`src/rtl/dehash_pkg.sv`:
```
package dehash_pkg;
  // Mode codes; the values are decoded externally, so they are fixed.
  localparam logic [7:0] MODE_CH8  = 8'h1C;
  localparam logic [7:0] MODE_CH16 = 8'h1D;
  localparam logic [7:0] MODE_CH32 = 8'h1E;

  // Position of the first interleave bit and offsets of the fold terms.
  localparam int SEL_BASE   = 8;
  localparam int TAP_64K    = 16;
  localparam int TAP_2M     = 21;
  localparam int TAP_1G     = 30;

  // Largest number of hashed bits across supported modes.
  localparam int MAX_HB     = 5;
  localparam int NB_W       = $clog2(MAX_HB + 1);
  localparam int CHAN_W     = 6;

  typedef struct packed {
    logic              ok;
    logic [CHAN_W-1:0] chan;
    logic [NB_W-1:0]   nbits;
  } mode_info_t;
endpackage

```
`src/rtl/dehash_mode_decode.sv`:
```
module dehash_mode_decode
  import dehash_pkg::*;
#(
  parameter int MODE_W = 8
) (
  input  logic [MODE_W-1:0] mode,
  output mode_info_t        info
);
  always_comb begin
    info = '0;
    unique case (mode)
      MODE_W'(MODE_CH8): begin
        info.ok    = 1'b1;
        info.chan  = CHAN_W'(8);
        info.nbits = NB_W'(3);
      end
      MODE_W'(MODE_CH16): begin
        info.ok    = 1'b1;
        info.chan  = CHAN_W'(16);
        info.nbits = NB_W'(4);
      end
      MODE_W'(MODE_CH32): begin
        info.ok    = 1'b1;
        info.chan  = CHAN_W'(32);
        info.nbits = NB_W'(5);
      end
      default: info = '0;
    endcase
  end
endmodule

```
`src/rtl/dehash_cfg_check.sv`:
```
module dehash_cfg_check
  import dehash_pkg::*;
#(
  parameter int POS_W = 6,
  parameter int CNT_W = 4
) (
  input  logic [POS_W-1:0] intlv_pos,
  input  logic [CNT_W-1:0] num_dies,
  input  logic [CNT_W-1:0] num_sockets,
  output logic             cfg_bad
);
  logic pos_bad, die_bad, sock_bad;

  always_comb begin
    pos_bad  = (intlv_pos != POS_W'(SEL_BASE));
    die_bad  = (num_dies > CNT_W'(1));
    sock_bad = (num_sockets > CNT_W'(1));
    cfg_bad  = pos_bad | die_bad | sock_bad;
  end
endmodule

```
`src/rtl/dehash_fold.sv`:
```
module dehash_fold
  import dehash_pkg::*;
#(
  parameter int ADDR_W = 64
) (
  input  logic [ADDR_W-1:0] addr,
  input  logic [NB_W-1:0]   nbits,
  input  logic              en_64k,
  input  logic              en_2m,
  input  logic              en_1g,
  output logic [MAX_HB-1:0] flip
);
  // Each flip bit uses only the original address, so bit order is irrelevant.
  for (genvar i = 0; i < MAX_HB; i++) begin : g_bit
    localparam logic [NB_W-1:0] IDX = NB_W'(i);
    logic term_64k, term_2m, term_1g, active;
    always_comb begin
      active   = (IDX < nbits);
      term_64k = en_64k & addr[TAP_64K + i];
      term_2m  = en_2m  & addr[TAP_2M + i];
      term_1g  = en_1g  & addr[TAP_1G + i];
      flip[i]  = active & (term_64k ^ term_2m ^ term_1g);
    end
  end
endmodule

```
`src/rtl/dehash_unit.sv`:
```
module dehash_unit
  import dehash_pkg::*;
#(
  parameter int ADDR_W = 64,
  parameter int MODE_W = 8,
  parameter int POS_W  = 6,
  parameter int CNT_W  = 4
) (
  input  logic              clk,
  input  logic              rst_n,
  input  logic              in_valid,
  input  logic [ADDR_W-1:0] in_addr,
  input  logic [MODE_W-1:0] in_mode,
  input  logic              hash_en_64k,
  input  logic              hash_en_2m,
  input  logic              hash_en_1g,
  input  logic [POS_W-1:0]  in_intlv_pos,
  input  logic [CNT_W-1:0]  in_num_dies,
  input  logic [CNT_W-1:0]  in_num_sockets,
  output logic              out_valid,
  output logic [ADDR_W-1:0] out_addr,
  output logic [CHAN_W-1:0] out_chan,
  output logic              out_err
);
  mode_info_t        minfo;
  logic              cfg_bad;
  logic [MAX_HB-1:0] flip;
  logic [ADDR_W-1:0] flip_wide;
  logic [ADDR_W-1:0] addr_nxt;
  logic [CHAN_W-1:0] chan_nxt;
  logic              err_nxt;
  logic              valid_nxt;

  dehash_mode_decode #(.MODE_W(MODE_W)) u_mode (
    .mode (in_mode),
    .info (minfo)
  );

  dehash_cfg_check #(.POS_W(POS_W), .CNT_W(CNT_W)) u_cfg (
    .intlv_pos   (in_intlv_pos),
    .num_dies    (in_num_dies),
    .num_sockets (in_num_sockets),
    .cfg_bad     (cfg_bad)
  );

  dehash_fold #(.ADDR_W(ADDR_W)) u_fold (
    .addr   (in_addr),
    .nbits  (minfo.nbits),
    .en_64k (hash_en_64k),
    .en_2m  (hash_en_2m),
    .en_1g  (hash_en_1g),
    .flip   (flip)
  );

  always_comb begin
    flip_wide = ADDR_W'(flip) << SEL_BASE;
    err_nxt   = cfg_bad | ~minfo.ok;
    addr_nxt  = err_nxt ? in_addr : (in_addr ^ flip_wide);
    chan_nxt  = minfo.chan;
    valid_nxt = in_valid;
  end

  always_ff @(posedge clk or negedge rst_n) begin
    if (!rst_n) begin
      out_valid <= 1'b0;
    end else begin
      out_valid <= valid_nxt;
    end
  end

  always_ff @(posedge clk or negedge rst_n) begin
    if (!rst_n) begin
      out_addr <= '0;
      out_chan <= '0;
      out_err  <= 1'b0;
    end else if (in_valid) begin
      out_addr <= addr_nxt;
      out_chan <= chan_nxt;
      out_err  <= err_nxt;
    end
  end
endmodule

```
`config.mk`:
```
export PLATFORM = sky130hd
export DESIGN_NAME = dehash_unit
export DESIGN_NICKNAME = d
export VERILOG_FILES = /design/src/rtl/dehash_pkg.sv /design/src/rtl/dehash_mode_decode.sv /design/src/rtl/dehash_cfg_check.sv /design/src/rtl/dehash_fold.sv /design/src/rtl/dehash_unit.sv
export SDC_FILE = /design/constraint.sdc
export NUM_CORES = 1
export LEC_CHECK = 0
export ABC_AREA = 1
export CORE_ASPECT_RATIO = 1.4
export CORE_MARGIN = 4
export CORE_UTILIZATION = 44
export CTS_BUF_LIST = sky130_fd_sc_hd__clkbuf_4 sky130_fd_sc_hd__clkbuf_8
export DETAILED_ROUTE_END_ITERATION = 7
export GPL_ROUTABILITY_DRIVEN = 0
export PLACE_DENSITY = 0.95
export SLEW_MARGIN = 20
export SYNTH_ARGS = -nofsm -noshare
export SYNTH_HDL_FRONTEND = slang
export SYNTH_SLANG_ARGS = --single-unit
```
`constraint.sdc`:
```
create_clock -name clk -period 2 [get_ports clk]
set_clock_uncertainty 0.05 [all_clocks]
set_input_delay 0.2 -clock clk [delete_from_list [all_inputs] [get_ports clk]]
set_output_delay 0.2 -clock clk [all_outputs]
set_load 0.03 [all_outputs]
```
After elaboration in Yosys (flattened, before gate mapping):

Cells that the tools add are included.

* $lt $le $gt $ge: 7
* equal/unequal tests: 4
* muxes and demuxes: 2
* bitwise gates (word level): 35

Operators by type and width (count)
* $mux W64: 1
* $xor A64 B13 Y64: 1
* $pmux W10 S3: 1
* $eq A8 B5 Y1 const B: 3
* $and A1 B1 Y1: 20
* $xor A1 B1 Y1: 10
* $gt A4 B1 Y1 const B: 2
* $lt A1 B3 Y1 const A: 2
* $lt A2 B3 Y1 const A: 2
* $ne A6 B4 Y1 const B: 1
* $lt A3 B3 Y1 const A: 1
* $or A1 B1 Y1: 3
* $not A1 Y1: 1

* bits in registers: 72
* bits of input ports: 92
* output and inout bits: 72
* logic and storage cells: 52

Depth between registers and ports, before layout:

* depth after elaboration: 6
* mapped depth: 11
* depth with buffers taken out: 10

Hierarchy:

A second synthesis with hierarchy kept.

* cell total of the unflattened synthesis: 431
* area total of the unflattened synthesis: 3339.5 um2

By module, submodules not included
* dehash_unit: instances 1, cells each 323, area each 2867.8 um2, sequential area each 1801.7 um2
* dehash_fold: instances 1, cells each 67, area each 274.0 um2, sequential area each 0.0 um2
* dehash_mode_decode: instances 1, cells each 29, area each 147.6 um2, sequential area each 0.0 um2
* dehash_cfg_check: instances 1, cells each 12, area each 50.0 um2, sequential area each 0.0 um2

Worst setup path after synthesis:

Ideal clock, no wire load.

* path type: input-to-reg
* start point: input in_mode[5]
* end point: register out_addr[12]
* setup time: 0.117 ns
* arrival time: 0.903 ns
* data required time: 1.833 ns
* setup slack: 0.930 ns
* stages on the path: 8
* buffers on the path: 0
* cells stage by stage: inv_1 > nand2_2 > nor2_4 > o211ai_2 > nor2_4 > nand3_1 > nand3_1 > nand2_1

* longest elaborated chain between the ends: 6
* elaborated cells on any way between the ends: 10
* those cells by class: 1 x order compare; 3 x eq/ne; 2 x mux; 4 x bitwise

RTL lines
* start, declared: line dehash_unit.sv:13 `input logic [MODE_W-1:0] in_mode,`
* $eq A8 B5 Y1: line dehash_mode_decode.sv:11 `unique case (mode)`
* $pmux W10 S3 (*): line dehash_mode_decode.sv:11
* $lt A3 B3 Y1: line dehash_fold.sv:18 `active = (IDX < nbits);`
* $and A1 B1 Y1: line dehash_fold.sv:22 `flip[i] = active & (term_64k ^ term_2m ^ term_1g);`
* $xor A64 B13 Y64: line dehash_unit.sv:58 `addr_nxt = err_nxt ? in_addr : (in_addr ^ flip_wide);`
* $mux W64 (*): line dehash_unit.sv:58
* end signal, assigned: line dehash_unit.sv:77 `out_addr <= addr_nxt;`
* end, declared: line dehash_unit.sv:21 `output logic [ADDR_W-1:0] out_addr,`

Mark *: on every way between the ends. The rest lies on a longest branch, timed or not.
A chain may end at the register's enable or synchronous reset.

Final worst setup path:

* start point: register out_addr[12]
* end point: output out_addr[12]

No word-level cell between the ends.

==> out/metrics.yaml <==
start_util_pct: 46.11
synth_top_cells_by_area: "dfrtp_1 (56%), nand2_1 (29%), nand3_1 (4.1%), inv_1 (2.8%), nor2_1 (1.5%)"
syn_inst: 402
fp.dieW_um: 78.82
cts_resized: 0
ys_seq_elements: 69
nets: 650
critPathBufInv: 1
setup_viol: 0
cp.arrival_ns: 1.39
power.leakage_nw: 2.488
grt.total_usage_pct: 22.39
numClockSinks: 69
cp-start-kind: "flop"
max-vdd-ir-drop_mv: 0.5026
crit_family: "buffers and inverters"
clk_path_buf_depth: 2
slowest_delay_ns: 0.68
io_buffers: 158
min_path_type: "input port to flop"
antenna_found_initial: 0
cts_root_buffer: "clkbuf_8"
vias: 3119
firstDrtPassIters: 5
synth_edf_count: 0
worstPathMaxFanout: 2
postRouteWirelength_um: 9200
power_density_mw_per_mm2: 737.4
drc_errors: 0
wl_per_cell_um: 14.05
hold_viol: 0
num_io_pins: 164
yosysTopAreaCell: "dfrtp_1"
end_kind: "output pin"
grt_busiest_layer: "met2"
die_h_um: 107.1
grt_pass1_wl_um: 14870
grt_overflow_total: 0
grt_pass1_vias: 3241
area_delta_synth_final_pct: 59.86
fin_crit_sh_pct: 82.16
cts_tree: "yes"
crit_chain: "clkdlybuf4s50_1"
use_met1_pct: 24.74
viasPerCell: 4.762
postRouteAntennaNets: 0
synth_common_cells: "nand2_1 (239), dfrtp_1 (69), nand3_1 (25)"
drtIter0Drc: 142
syn_area_mm2: 0.003089
slew-limit-headroom_pct: 55.22
synth.distinct_cells: 19
grt_start_max_net_pins: 70
synth_area_per_cell_um2: 7.685
fmax_ghz: 0.6085
cp_slowest_cell: "clkdlybuf4s50_1"
clk_latency_ns: 0.32
grt_util_met2_pct: 39.55
cts_made_buffers: 9
dpl.hpwl_um: 6889
grt_use_met3_pct: 4.622
htree_num_levels: 3
required_ns: 1.75
slew_violations: 0
yosysWarnings: 0
async_flop_share_pct: 100.0
fp.dieArea_mm2: 0.008444
period_minus_slack_ns: 1.643
cap_violations: 0
num_antenna_cells: 0
synth_most_common_cell: "nand2_1"
timing.hold.ws_ns: 0.2775
fp-row-count: 35
rsz0062_at_grt: "no"
yosysSeqAreaShare_pct: 55.89
coreArea_mm2: 0.006700
yosysTopAreaCellShare_pct: 55.89
clkTransAtPathRegs_ns: 0.07
ys.flop_type: "dfrtp_1"
worst_slew_pin_slew_ns: 0.6718
drive_gt1_share_pct: 5.151
criticalPathCategory: "flop to output pin"
finalSetupTns_ns: 0
status: "completed"
state kept, by name, summed over array words and instances (netlist names):
| register | cells |
|---|---|
| out_addr | 64 |
| out_chan | 3 |
| out_err | 1 |
| out_valid | 1 |
layout make-up:
| class | instances | area (um^2) |
|---|---|---|
| Fill cell | 474 | 1762 |
| Sequential cell | 69 | 1727 |
| Timing Repair Buffer | 163 | 1637 |
| Multi-Input combinational cell | 291 | 1170 |
| Clock buffer | 10 | 137.6 |
| Tap cell | 92 | 115.1 |
| Inverter | 24 | 90.09 |
| Clock inverter | 6 | 62.56 |
repair_timing:
| item | 4_1_cts | 5_1_grt |
|---|---|---|
| endpoints found under the hold margin | 69 | 0 |
| buffers inserted | 0 | 0 |
| hold buffers | 1 | 0 |
cell usage in the layout (no fill, tap or decap), drive strengths merged:
master and instances:
dfrtp 69, inv 24, nand4 1, buf 6
bufinv 1, o21ai 3, nor2 14, nand2 242
conb 3, dlygate4sd3 1, clkbuf 10, clkinv 2
nand3 25, clkinvlp 3, o211ai 1, and2 1
a21oi 1, clkdlybuf4s50 156
per-layer routing:
metal	wire, um	up-vias	part of all wire (%)
li1	-	1514	-
met3	534	33	5.8
met2	4856	128	53
met1	3413	1444	37
met4	396	0	4.3
met5	0	-	0
logic make-up (layout without fill, tap and decap cells):
logic type             Yosys count  count (layout)  synth area share (%)
buffers and inverters           44             203                 6.480
AND/OR/NAND/NOR                283             283                 36.45
other                            1               3                0.1214
AO/OA/AOI/OAI                    5               5                 1.053
flip-flops                      69              69                 55.89
power by group:
part           switching (W)  internal (W)
sequential         0.0000633       0.00151
clock               0.000513      0.000605
combinational       0.000522      0.000428
total                0.00110       0.00254
worst paths after layout:
kind / slack [ns] / end / depth (start not counted) / from
worst min register to register: 0.42 / out_addr[62] / 2 / out_addr[62]
worst max register to register: 1.22 / out_chan[5] / 2 / out_chan[5]
worst max-delay path: 0.36 / out_addr[12] / 1 / out_addr[12]
min in group asynchronous: 0.37 / out_addr[53] / 3 / rst_n
worst min-delay path: 0.28 / out_addr[17] / 4 / in_valid
max in group asynchronous: 1.23 / out_addr[28] / 3 / rst_n
through the flow:
step                      instance area (um^2)  instances  total power (W)  worst slack (ns)  util [%]
after floorplan                           3097        404         0.002041            0.9296         -
after global placement                    4728        638         0.002521            0.2951     70.57
after detailed placement                  4728        638         0.002549            0.2461     70.57
after CTS                                 4938        655         0.003681            0.3263     73.71
after global routing                      4938        655         0.003800            0.3106     73.71
final                                     4938        655         0.003642            0.3567     73.71
No activity file was read; power rests on OpenSTA's default activity.
